--- config.mk ---
export PLATFORM = sky130hd
export DESIGN_NAME = owm_bit_engine
export DESIGN_NICKNAME = d
export VERILOG_FILES = /design/src/rtl/owm_pkg.sv /design/src/rtl/owm_us_tick.sv /design/src/rtl/owm_sync2.sv /design/src/rtl/owm_slot_ctrl.sv /design/src/rtl/owm_bit_engine.sv
export SDC_FILE = /design/constraint.sdc
export NUM_CORES = 1
export LEC_CHECK = 0
export BUFFER_PORTS_ARGS = -buffer_cell sky130_fd_sc_hd__buf_2
export CAP_MARGIN = 10
export CORE_ASPECT_RATIO = 0.7
export CORE_MARGIN = 2
export CORE_UTILIZATION = 50
export DETAILED_ROUTE_END_ITERATION = 12
export GPL_TIMING_DRIVEN = 0
export PLACE_DENSITY = 0.65
export SKIP_CTS_REPAIR_TIMING = 1
export SLEW_MARGIN = 30
export SYNTH_ARGS = -nofsm -noshare
export SYNTH_HDL_FRONTEND = slang
export SYNTH_SLANG_ARGS = --single-unit
--- constraint.sdc ---
create_clock -name clk -period 6.48 [get_ports clk]
set_input_delay 0.324 -clock clk [delete_from_list [all_inputs] [get_ports clk]]
set_output_delay 0.324 -clock clk [all_outputs]
set_load 0.01 [all_outputs]
--- src/rtl/owm_pkg.sv ---
package owm_pkg;

  localparam int US_W       = 16;
  localparam int RST_MIN_US = 480;
  localparam int HIGH_MIN_US = 480;

  typedef enum logic [1:0] {
    OP_RESET = 2'b00,
    OP_WR0   = 2'b01,
    OP_WR1   = 2'b10,
    OP_READ  = 2'b11
  } owm_op_e;

  typedef enum logic [1:0] {
    SAMP_NONE = 2'd0,
    SAMP_PRES = 2'd1,
    SAMP_BIT  = 2'd2
  } samp_e;

  typedef struct packed {
    logic [US_W-1:0] low_us;
    logic [US_W-1:0] samp_us;
    logic [US_W-1:0] total_us;
    samp_e           kind;
  } slot_plan_t;

  function automatic int clamp_us(int v, int lo, int hi);
    if (v < lo) return lo;
    if (v > hi) return hi;
    return v;
  endfunction

  function automatic int max_us(int a, int b);
    return (a > b) ? a : b;
  endfunction

  function automatic slot_plan_t plan_slot(owm_op_e op, int rst_low, int rst_high,
                                           int pres_off, int slot_us, int w1_low,
                                           int w0_low, int rd_low, int rd_samp);
    slot_plan_t p;
    case (op)
      OP_RESET: begin
        p.low_us   = US_W'(rst_low);
        p.samp_us  = US_W'(rst_low + pres_off);
        p.total_us = US_W'(rst_low + rst_high);
        p.kind     = SAMP_PRES;
      end
      OP_WR0: begin
        p.low_us   = US_W'(w0_low);
        p.samp_us  = '0;
        p.total_us = US_W'(slot_us);
        p.kind     = SAMP_NONE;
      end
      OP_WR1: begin
        p.low_us   = US_W'(w1_low);
        p.samp_us  = '0;
        p.total_us = US_W'(slot_us);
        p.kind     = SAMP_NONE;
      end
      default: begin
        p.low_us   = US_W'(rd_low);
        p.samp_us  = US_W'(rd_samp);
        p.total_us = US_W'(slot_us);
        p.kind     = SAMP_BIT;
      end
    endcase
    return p;
  endfunction

endpackage

--- src/rtl/owm_us_tick.sv ---
module owm_us_tick #(
  parameter int CLK_PER_US = 100
) (
  input  logic clk,
  input  logic rst_n,
  input  logic clr,
  output logic tick
);
  localparam int PW = (CLK_PER_US > 1) ? $clog2(CLK_PER_US) : 1;
  localparam logic [PW-1:0] LAST = PW'(CLK_PER_US - 1);

  logic [PW-1:0] pre_cnt;
  logic          wrap;

  assign wrap = (pre_cnt == LAST);
  assign tick = wrap && !clr;

  always_ff @(posedge clk) begin
    if (!rst_n || clr || wrap) pre_cnt <= '0;
    else                       pre_cnt <= pre_cnt + 1'b1;
  end

  a_r2_tick_restart: assert property (@(posedge clk) disable iff (!rst_n)
    clr |=> (pre_cnt == '0) || (CLK_PER_US == 1));
endmodule

--- src/rtl/owm_sync2.sv ---
module owm_sync2 (
  input  logic clk,
  input  logic rst_n,
  input  logic d_async,
  output logic q_sync
);
  logic q1, q2;

  always_ff @(posedge clk) begin
    if (!rst_n) begin
      q1 <= 1'b1;
      q2 <= 1'b1;
    end else begin
      q1 <= d_async;
      q2 <= q1;
    end
  end

  assign q_sync = q2;
endmodule

--- src/rtl/owm_slot_ctrl.sv ---
module owm_slot_ctrl
  import owm_pkg::*;
#(
  parameter int CLK_PER_US  = 100,
  parameter int RST_CAP_US  = 940,
  parameter int RST_LOW_EFF = 500,
  parameter int RST_HI_EFF  = 500,
  parameter int PRES_OFF_US = 70,
  parameter int SLOT_US     = 70,
  parameter int W1_LOW_US   = 6,
  parameter int W0_LOW_US   = 60,
  parameter int RD_LOW_US   = 6,
  parameter int RD_SAMP_US  = 15
) (
  input  logic    clk,
  input  logic    rst_n,
  input  logic    cmd_accept,
  input  owm_op_e cmd_op,
  input  logic    tick,
  input  logic    line_s,
  output logic    busy,
  output logic    line_oe,
  output logic    presence,
  output logic    rd_bit,
  output logic    slot_end,
  output logic    pres_ev,
  output logic    bit_ev
);
  localparam int RUN_LIM = RST_CAP_US * CLK_PER_US;
  localparam int RUN_W   = $clog2(RUN_LIM + 2);

  slot_plan_t      plan, next_plan;
  logic [US_W-1:0] us_cnt;
  logic            samp_hit;
  logic [RUN_W-1:0] oe_run;

  always_comb next_plan = plan_slot(cmd_op, RST_LOW_EFF, RST_HI_EFF, PRES_OFF_US, SLOT_US,
                                    W1_LOW_US, W0_LOW_US, RD_LOW_US, RD_SAMP_US);

  assign line_oe  = busy && (us_cnt < plan.low_us);
  assign slot_end = busy && tick && (us_cnt == plan.total_us - 1'b1);
  assign samp_hit = busy && tick && (us_cnt == plan.samp_us - 1'b1);
  assign pres_ev  = samp_hit && (plan.kind == SAMP_PRES);
  assign bit_ev   = samp_hit && (plan.kind == SAMP_BIT);

  always_ff @(posedge clk) begin
    if (!rst_n) begin
      busy     <= 1'b0;
      us_cnt   <= '0;
      plan     <= '0;
      presence <= 1'b0;
      rd_bit   <= 1'b0;
    end else begin
      if (cmd_accept) begin
        busy   <= 1'b1;
        us_cnt <= '0;
        plan   <= next_plan;
      end else if (busy && tick) begin
        us_cnt <= us_cnt + 1'b1;
        if (slot_end) busy <= 1'b0;
      end
      if (pres_ev) presence <= ~line_s;
      if (bit_ev)  rd_bit   <= line_s;
    end
  end

  // consecutive cycles of pull-down, used to guard the reset cap
  always_ff @(posedge clk) begin
    if (!rst_n || !line_oe)             oe_run <= '0;
    else if (oe_run <= RUN_W'(RUN_LIM)) oe_run <= oe_run + 1'b1;
  end

  a_r1_no_drive_idle: assert property (@(posedge clk) disable iff (!rst_n)
    !busy |-> !line_oe);
  a_r2_accept_busy: assert property (@(posedge clk) disable iff (!rst_n)
    cmd_accept |=> busy);
  a_r2_busy_hold: assert property (@(posedge clk) disable iff (!rst_n)
    (busy && !slot_end) |=> busy);
  a_r3_low_cap: assert property (@(posedge clk) disable iff (!rst_n)
    line_oe |-> (oe_run < RUN_W'(RUN_LIM)));
  a_r9_pres_hold: assert property (@(posedge clk) disable iff (!rst_n)
    !pres_ev |=> $stable(presence));
  a_r9_bit_hold: assert property (@(posedge clk) disable iff (!rst_n)
    !bit_ev |=> $stable(rd_bit));
  a_r5_one_sample: assert property (@(posedge clk) disable iff (!rst_n)
    $onehot0({pres_ev, bit_ev}));
endmodule

--- src/rtl/owm_bit_engine.sv ---
module owm_bit_engine
  import owm_pkg::*;
#(
  parameter int CLK_PER_US  = 100,
  parameter int RST_LOW_US  = 500,
  parameter int RST_CAP_US  = 940,
  parameter int RST_HIGH_US = 500,
  parameter int PRES_OFF_US = 70,
  parameter int SLOT_US     = 70,
  parameter int W1_LOW_US   = 6,
  parameter int W0_LOW_US   = 60,
  parameter int RD_LOW_US   = 6,
  parameter int RD_SAMP_US  = 15
) (
  input  logic       clk,
  input  logic       rst_n,
  input  logic       cmd_valid,
  input  logic [1:0] cmd_op,
  output logic       busy,
  output logic       presence,
  output logic       rd_bit,
  output logic       line_oe,
  input  logic       line_in
);
  localparam int RST_LOW_EFF = clamp_us(RST_LOW_US, RST_MIN_US, RST_CAP_US);
  localparam int RST_HI_EFF  = max_us(RST_HIGH_US, HIGH_MIN_US);

  logic cmd_accept, tick, line_s, slot_end, pres_ev, bit_ev;

  assign cmd_accept = cmd_valid && !busy;

  owm_us_tick #(.CLK_PER_US(CLK_PER_US)) u_tick (
    .clk(clk), .rst_n(rst_n), .clr(cmd_accept), .tick(tick)
  );

  owm_sync2 u_sync (
    .clk(clk), .rst_n(rst_n), .d_async(line_in), .q_sync(line_s)
  );

  owm_slot_ctrl #(
    .CLK_PER_US(CLK_PER_US), .RST_CAP_US(RST_CAP_US),
    .RST_LOW_EFF(RST_LOW_EFF), .RST_HI_EFF(RST_HI_EFF),
    .PRES_OFF_US(PRES_OFF_US), .SLOT_US(SLOT_US),
    .W1_LOW_US(W1_LOW_US), .W0_LOW_US(W0_LOW_US),
    .RD_LOW_US(RD_LOW_US), .RD_SAMP_US(RD_SAMP_US)
  ) u_ctrl (
    .clk(clk), .rst_n(rst_n), .cmd_accept(cmd_accept),
    .cmd_op(owm_op_e'(cmd_op)), .tick(tick), .line_s(line_s),
    .busy(busy), .line_oe(line_oe), .presence(presence), .rd_bit(rd_bit),
    .slot_end(slot_end), .pres_ev(pres_ev), .bit_ev(bit_ev)
  );

  a_r2_ignore_busy: assert property (@(posedge clk) disable iff (!rst_n)
    (busy && cmd_valid && !slot_end) |=> busy);
endmodule

==> run metrics, run 1 <==
status finished clean; crit path max fanout 9; DRC viols 0; initial antenna violation count 0; share of layout cells above drive strength 1 9.890%; port buffer count 9; NetSw 0.0001187 W; sequential area share after synthesis 32.90%; Reg clk slew, reported paths 0.07 ns; CTS tree built; global route total overflow 0; share of synthesized flip-flops with an asynchronous set or reset 0%; Slew HR 69.44%; Clock power frac 39.8%; WL/cell 13.47 µm; gpl congestion 0.8893; part of the power in registers 47.5%; clk_lat worst skew 0.29 ns; 1st-pass router iterations 4; Setup Viol. Count Final 0; H-tree levels 2; Ports 10; Synthesis Warnings 0; syn_area_per_cell 8.558 µm²; pwr dens 201.6 nW/µm²; leakage power 0.9776 nW; required time worst endpoint 6.70 ns; vias in the first global route 1505; min cycle time layout 2.485 ns; Max clock buf depth 2; area delta synth->final 10.11%; Die W 83.12 µm; max_cap viols 0; Yosys reg bits 36; gr usage total 19.34%; RSZ-0062 raised after global routing no; peak supply drop 0.1427 mV; Worst-Margin Slew 0.4584 ns; Clock Skew 0.003535 ns; Post-Syn Instances 256; critical path launch point type register; Sw Share 24.41%; largest net degree at the start of global routing 12; critical path class register to register; fin cells 328; Crit. End Element register; Hold Crit Class primary input to register; total core area 4279 µm²; fillers 409; die height 59.38 µm; Syn Nets 285; starting DRC count in detailed routing 116; Int Pwr 0.0003676 W; Detailed Route WL 4419 µm; Final Power 0.0004862 W; Seq. cell area 720.7 µm²; setup TNS 0 ns; n_diodes 0; vias per cell 5.314; clock sink count 36; Die ar. 4935 µm²; Final #Nets 301; Final period util 38.35%; clock root cell clkbuf_8; hpwl dp 3328 µm; Synth Flop Type dfxtp_1; Slew Limit Fails 0; endpoints failing hold 0; Gate power share 12.7%; Unique masters post-synth 41; Fmax 0.4024 GHz; WP data arrival 2.71 ns; first-pass GRT wire length 7341 µm; Post-synth EDFFs 0; row count 20; multi-input logic area 1383 µm²; placed insts 320; Post-Syn Area 2191 µm²; antenna-violating nets left 0; Num CTS Buffers 5; Vias 1743; initial cell density of the core 51.20%
## final timing paths
kind                   from               to  slack, ns  cells past startpoint
max          u_ctrl.plan[0]  u_ctrl.presence       3.99                     11
min                 line_in        u_sync.q1       0.21                      2
max reg2reg  u_ctrl.plan[0]  u_ctrl.presence       3.99                     11
min reg2reg       u_sync.q1    u_sync.q_sync       0.41                      1
## metrics by stage
stage	utilization (%)	hold WS (ns)	setup WS, ns	cell area, µm²
final	56.37	0.2105	3.995	2412
after CTS	56.37	0.2074	3.985	2412
after global placement	53.86	0.3905	3.988	2305
after detailed placement	53.86	0.3972	4.004	2305
after global routing	56.37	0.2221	3.750	2412
after floorplan	-	0.3863	4.270	2191
## cell usage after synthesis (all sizes together) (2+ instances only)
cell type	count	area (µm²)
dfxtp	36	720.7
xnor2	18	157.7
buf	4	20.02
and4	2	17.52
and2	2	12.51
nand2b	5	31.28
o21ai	6	30.03
nor2	26	97.59
nor3	10	55.05
a21boi	4	30.03
nor2b	4	25.02
nor4	5	58.80
xor2	17	148.9
mux2i	2	20.02
a31oi	2	12.51
a21o	5	37.54
or3	3	18.77
ha	23	287.8
a21oi	4	20.02
nand4	5	37.53
nand3	11	55.05
clkbuf	7	26.28
inv	11	41.29
and3	8	50.05
nand2	26	97.59
## power by group through the flow
stage / Sequential (W) / Combinational [W] / Clock, W
after floorplan: 0.000235 / 0.0000484 / 0
after global placement: 0.000236 / 0.0000603 / 0
after detailed placement: 0.000236 / 0.0000613 / 0
final: 0.000231 / 0.0000618 / 0.000194
after CTS: 0.000231 / 0.0000620 / 0.000197
after global routing: 0.000231 / 0.0000709 / 0.000209
## critical path, cell delays in order, from the launching register on
cell,delay (ns)
dfxtp_1,0.31
clkbuf_1,0.32
inv_2,0.19
and3_1,0.20
and2_1,0.16
ha_1,0.18
xor2_1,0.15
nor4_2,0.30
nand4_1,0.17
nor4_2,0.27
nand3b_1,0.10
o21ai_0,0.07
## state kept, by name, summed over array words and instances (netlist names)
signal           cells
u_tick.pre_cnt       7
u_ctrl.presence      1
u_ctrl.rd_bit        1
u_ctrl.us_cnt       16
u_ctrl.plan          8
u_ctrl.busy          1
u_sync.q1            1
u_sync.q_sync        1
## cell families (layout without fill, tap and decap cells)
| family | count (synthesis) | in the layout | share of synthesized area, % |
|---|---|---|---|
| and+or+nand+nor | 112 | 112 | 27.41 |
| DFF | 36 | 36 | 32.90 |
| xor gates and xnor gates | 35 | 35 | 13.99 |
| AOI/OAI and AO/OA | 26 | 26 | 7.654 |
| adders and majority gates | 23 | 23 | 13.14 |
| buffers and inverters | 22 | 39 | 3.998 |
| muxes | 2 | 2 | 0.9138 |
## cell type report
| class | count | area share, % |
|---|---|---|
| Multi-Input combinational cell | 198 | 57.31 |
| Tap cell | 55 | 2.853 |
| Timing Repair Buffer | 9 | 1.867 |
| Buffer | 11 | 1.919 |
| Clock inverter | 2 | 1.452 |
| Sequential cell | 36 | 29.88 |
| Clock buffer | 6 | 3.008 |
| Inverter | 11 | 1.712 |
## cell usage in the layout (no fill, tap or decap), types with 8 or more instances in the layout
cell,Yosys,layout
nand3_1,11,11
nor3_1,9,9
nand2_1,26,26
clkbuf_1,7,8
inv_1,10,10
buf_2,4,13
and3_1,8,8
xnor2_1,18,18
dfxtp_1,36,36
ha_1,23,23
nor2_1,26,26
xor2_1,17,17
## per-layer routing
layer  up-vias  track usage (%)  share of wire (%)
li1        899                -                  -
met5         -                0                  0
met3         7            5.014                4.4
met4         0            6.089                1.0
met1       811            29.25                 55
met2        26            26.61                 40
Note: power is estimated with default switching activity, not from simulation.
==> run 2, diff against run 1 <==
- PLACE_DENSITY: 0.65 -> 0.68
- clock period: 6.48 -> 2.2 ns (I/O delays scaled with it)
==> run metrics, run 2 (same netlist as run 1, synthesis figures left out) <==
leakage power 1.020 nW (+4.3%); pwr dens 583.5 nW/µm² (+190%); Max clock buf depth 2 (unchanged); commonest non-fill, non-tap cell in the layout dfxtp_1; initial cell density of the core 51.20% (unchanged); WP data arrival 2.38 ns (-0.33 ns); pre-CTS WS -0.3004 ns (-4.304 ns); Reg clk slew, reported paths 0.07 ns (about the same); Sw Share 25.04% (+0.63 points); vias per cell 5.318 (about the same); gr usage total 19.44% (+0.10 points); Die ar. 4935 µm² (unchanged); min cycle time layout 2.155 ns (-0.3306 ns); Die W 83.12 µm (unchanged); Final #Nets 306 (+1.7%); initial antenna violation count 0 (unchanged); biggest regs u_ctrl.us_cnt: 16 flops, u_ctrl.plan: 8 flops, u_tick.pre_cnt: 7 flops; first-pass GRT wire length 7396 µm (+0.75%); Area after DPL 2306 µm² (about the same); most frequent cells in the layout 31 x dfxtp_1, 26 x nand2_1, 26 x nor2_1, 21 x ha_1; hpwl dp 3339 µm (+0.33%); crit path max fanout 4 (-5); Final period util 97.94% (+60 points); gpl congestion 0.8892 (about the same); status finished clean; clock sink count 36 (unchanged); die height 59.38 µm (unchanged); global route total overflow 0 (unchanged); Ports 10 (unchanged); largest register by flop count u_ctrl.us_cnt; clock root cell clkbuf_8; Post-Layout Inst Area 2524 µm² (+4.6%); NetSw 0.0003687 W (+210%); Setup Viol. Count Final 0 (unchanged); critical path class register to register; Hold Crit Class primary input to register; row count 20 (unchanged); Slew Limit Fails 0 (unchanged); Detailed Route WL 4579 µm (+3.6%); endpoints failing hold 0 (unchanged); Slew HR 69.26% (-0.18 points); n_diodes 0 (unchanged); Worst-Margin Slew 0.4611 ns (+0.002734 ns); area delta synth->final 15.19%; RSZ-0062 raised after global routing yes; peak supply drop 0.3663 mV (+160%); Fmax 0.4641 GHz (+15%); DRC viols 0 (unchanged); Crit. End Element register; critical path launch point type register; total core area 4279 µm² (unchanged); port buffer count 9 (unchanged); 1st-pass router iterations 6 (+2); Clock power frac 39.2% (-0.6 points); starting DRC count in detailed routing 124 (+6.9%); max_cap viols 0 (unchanged); share of layout cells above drive strength 1 16.55% (+6.7 points); fin cells 333 (+1.5%); Clock Skew 0.001506 ns (-0.002029 ns); vias in the first global route 1532 (+1.8%); Num CTS Buffers 5 (unchanged); largest net degree at the start of global routing 13 (+1); part of the power in registers 46.3% (-1.2 points); antenna-violating nets left 0 (unchanged); required time worst endpoint 2.43 ns (-4.27 ns); clk_lat worst skew 0.29 ns (about the same); Int Pwr 0.001104 W (+200%); Gate power share 14.4% (+1.7 points); WL/cell 13.75 µm (+2.1%); H-tree levels 2 (unchanged); CTS tree built; max reg flops 16 (unchanged); placed insts 320 (unchanged); Setup WS post-layout 0.04531 ns (-3.949 ns); Vias 1771 (+1.6%)
[run 2: cell types whose count changed in the layout (fill, tap and decap cells not counted), sizes merged]
cell and delta:
buf +5, dlygate4sd3 +1, clkbuf -2, clkinvlp +1
[run 2: cell type report]
class	instances	area, µm²
fillers	386	1755
multi-input cells	198	1428
flip-flops and latches	36	732.0
repair buffers	15	92.59
clock buffers	5	68.82
well taps	55	68.82
inverters	11	48.80
clock inverters	3	42.54
plain buffers	10	42.54
[run 2: path summary, 6_finish.rpt]
path | start | depth (start not counted) | slack, ns | endpoint
hold reg to reg | u_sync.q1 | 1 | 0.41 | u_sync.q_sync
setup reg to reg | u_ctrl.plan[20] | 11 | 0.05 | u_ctrl.presence
setup / recovery | u_ctrl.plan[20] | 11 | 0.05 | u_ctrl.presence
hold / removal | rst_n | 2 | 0.07 | u_sync.q_sync
[run 2: worst max-delay path, stage by stage, from the launching register on]
cell      delay, ns
dfxtp_4        0.38
inv_4          0.05
ha_4           0.15
and3_4         0.16
and2_4         0.14
ha_4           0.21
xnor2_2        0.13
nor4_2         0.26
nand4_1        0.20
nor4_2         0.23
nand3b_1       0.10
o21ai_1        0.07
[run 2: metal layers]
layer	global-route usage (%)	up-vias	part of all wire, %
li1	-	915	-
met1	29.30	826	53
met2	26.84	26	41
met3	5.850	4	4.8
met4	4.918	0	0.63
met5	0	-	0
[run 2: per-stage QoR]
stage          power [W]  utilization [%]  TNS [ns]  hold slack, ns
6_report        0.001473            58.98         0         0.07185
2_1_floorplan  0.0008343                -         0          0.1830
3_3_place_gp   0.0008718            53.89   -0.4500          0.2894
3_5_place_dp   0.0008776            53.89   -0.5324          0.3055
5_1_grt         0.001550            58.98  -0.08978         0.05959
4_1_cts         0.001457            56.49   -0.6597       0.0003750
[run 2: power groups by stage]
stage / combinational (W) / sequential [W] / clock (W)
3_5_place_dp: 0.000182 / 0.000695 / 0
5_1_grt: 0.000237 / 0.000685 / 0.000629
3_3_place_gp: 0.000177 / 0.000695 / 0
2_1_floorplan: 0.000143 / 0.000692 / 0
6_report: 0.000213 / 0.000682 / 0.000577
4_1_cts: 0.000184 / 0.000680 / 0.000593
==> run 3, diff against run 2 <==
- SYNTH_HIERARCHICAL: not set -> 1
==> run metrics, run 3 <==
critical path launch point type register; starting DRC count in detailed routing 118 (-4.8%); syn_area_per_cell 8.602 µm² (+0.51%); n_diodes 0 (unchanged); die height 59.53 µm (+0.24%); Slew HR 65.47% (-3.8 points); Worst R2R Start u_ctrl/plan[20]; vias per cell 5.452 (+2.5%); Seq. cell area 730.7 µm² (-0.17%); Sw Share 26.73% (+1.7 points); part of the power in registers 48.5% (+2.2 points); min cycle time layout 2.417 ns (+0.2621 ns); Gate power share 16.0% (+1.6 points); grt met2 use 29.95% (+3.1 points); H-tree levels 2 (unchanged); Int Pwr 0.001037 W (-6.1%); hold slack -0.004478 ns (-0.07633 ns); Reg clk slew, reported paths 0.07 ns (about the same); met1 Use GR 30.77% (+1.5 points); GRT busiest layer met1; failing checks hold timing, setup timing; CTS tree built; Clock Skew 0.005689 ns (+0.004183 ns); Final Power 0.001415 W (-3.9%); area delta synth->final 19.37%; Die W 83.32 µm (+0.25%); total core area 4279 µm² (unchanged); max_cap viols 0 (unchanged); Ports 10 (unchanged); placed insts 320 (unchanged); crit path max fanout 5 (+1); leakage power 1.001 nW (-1.8%); Syn Nets 285 (unchanged); initial antenna violation count 0 (unchanged); gr usage total 21.05% (+1.6 points); Util after Layout 61.43% (+2.5 points); gpl congestion 0.8146 (-8.4%); Worst-Margin Slew 0.5180 ns (+0.05693 ns); port buffer count 9 (unchanged); Setup WS post-layout -0.2168 ns (-0.2621 ns); DRC viols 0 (unchanged); Synthesis Warnings 6 (+6); hpwl dp 3496 µm (+4.7%); Post-Syn Instances 256 (unchanged); largest register by flop count u_ctrl/us_cnt; Crit. End Element register; WP data arrival 2.64 ns (+0.26 ns); clock sink count 36 (unchanged); fillers 352 (-8.8%); antenna-violating nets left 0 (unchanged); multi-input logic area 1446 µm² (+1.3%); Setup Viol. Count Final 2 (+2); Max clock buf depth 2 (unchanged); largest net degree at the start of global routing 11 (-2); Clock power frac 35.5% (-3.7 points); Die ar. 4960 µm² (+0.49%); Post-Syn Area 2202 µm² (+0.51%); Fmax 0.4138 GHz (-11%); Num CTS Buffers 5 (unchanged); Vias 1870 (+5.6%); clock root cell clkbuf_8; pre-CTS WS -0.3246 ns (-0.02418 ns); Hold Crit Class primary input to register; Final #Nets 316 (+3.3%); 1st-pass router iterations 4 (-2); reg-to-reg slack, setup -0.22 ns (-0.26 ns); row count 20 (unchanged); pwr dens 538.2 nW/µm² (-7.8%); FF-to-FF End u_ctrl/presence; most frequent cells in the layout 32 x dfxtp_1, 29 x nor2_1, 20 x ha_1, 18 x xnor2_1, 16 x buf_4; fin cells 343 (+3.0%); NetSw 0.0003781 W (+2.6%); hold path depth 2 (unchanged); vias in the first global route 1633 (+6.6%); hold_sp line_in; met3 Usage GRT 4.875% (-0.97 points); clk_lat worst skew 0.30 ns (about the same); critical path class register to register; WL/cell 14.71 µm (+6.9%); cells on worst reg2reg path 10 (-1); Slew Limit Fails 0 (unchanged); Hold Path End u_sync/q1; first-pass GRT wire length 7928 µm (+7.2%); share of layout cells above drive strength 1 20.49% (+3.9 points); initial cell density of the core 51.46% (+0.26 points); commonest non-fill, non-tap cell in the layout dfxtp_1; biggest regs u_ctrl/us_cnt: 16 flops, u_ctrl/plan: 8 flops, u_tick/pre_cnt: 7 flops; required time worst endpoint 2.42 ns (about the same); Final period util 109.9% (+12 points); status finished with violations; endpoints failing hold 1 (+1); Detailed Route WL 5044 µm (+10%); max reg flops 16 (unchanged); RSZ-0062 raised after global routing yes; global route total overflow 0 (unchanged); peak supply drop 0.3332 mV (-9.0%)
run 3: cell count changes in the layout (fill, tap and decap cells not counted), sizes merged, moves of 4 or more:
| cell | change |
|---|---|
| a21boi | -4 |
| a21oi | +7 |
| and3 | -4 |
| buf | +10 |
| clkbuf | +4 |
| nand2 | -15 |
| nand4 | +4 |
| xor2 | -5 |
run 3: worst max path at each step:
stage / startpoint / slack, ns / to
after floorplan: u_ctrl/plan[20] / -0.12 / u_ctrl/rd_bit
after global placement: u_tick/pre_cnt[0] / -0.32 / u_ctrl/us_cnt[15]
after detailed placement: u_tick/pre_cnt[0] / -0.32 / u_ctrl/us_cnt[15]
after CTS: u_tick/pre_cnt[0] / -0.36 / u_ctrl/us_cnt[15]
after global routing: u_ctrl/plan[20] / -0.28 / u_ctrl/rd_bit
final: u_ctrl/plan[20] / -0.22 / u_ctrl/presence
run 3: critical path: stages, from the launching register on:
cell and delay, ns:
dfxtp_4 0.39, inv_4 0.05, ha_4 0.15, nor3b_4 0.14, and2_1 0.13, ha_1 0.28
xor2_1 0.14, nand3_1 0.08, a221o_1 0.32, or4_1 0.53, a21oi_1 0.13
run 3: power groups by stage:
| stage | logic (W) | registers, W | clock network [W] |
|---|---|---|---|
| after floorplan | 0.000151 | 0.000696 | 0 |
| after global placement | 0.000186 | 0.000700 | 0 |
| after detailed placement | 0.000191 | 0.000700 | 0 |
| after CTS | 0.000193 | 0.000685 | 0.000510 |
| after global routing | 0.000254 | 0.000688 | 0.000536 |
| final | 0.000227 | 0.000686 | 0.000502 |
run 3: routing by layer:
layer / routed length [µm] / share of wire, %
met3: 323 / 6.4
met1: 2536 / 50
met4: 50 / 0.99
met5: 0 / 0
met2: 2133 / 42
run 3: layout make-up:
cell class | count | share of cell area (%)
sequential | 36 | 27.80
multi-input combinational | 193 | 55.02
timing repair buffer | 25 | 6.283
tap | 55 | 2.618
buffer | 10 | 2.332
clock buffer | 8 | 3.427
inverter | 16 | 2.523
run 3: stage by stage:
stage	hold WS, ns	setup TNS, ns	cell area, µm²
global placement	0.2902	-1.942	2345
global route	0.009775	-0.5870	2629
finish	-0.004478	-0.4177	2629
CTS	-0.008389	-2.502	2435
detailed placement	0.2969	-2.236	2345
floorplan	0.1830	-0.2304	2231
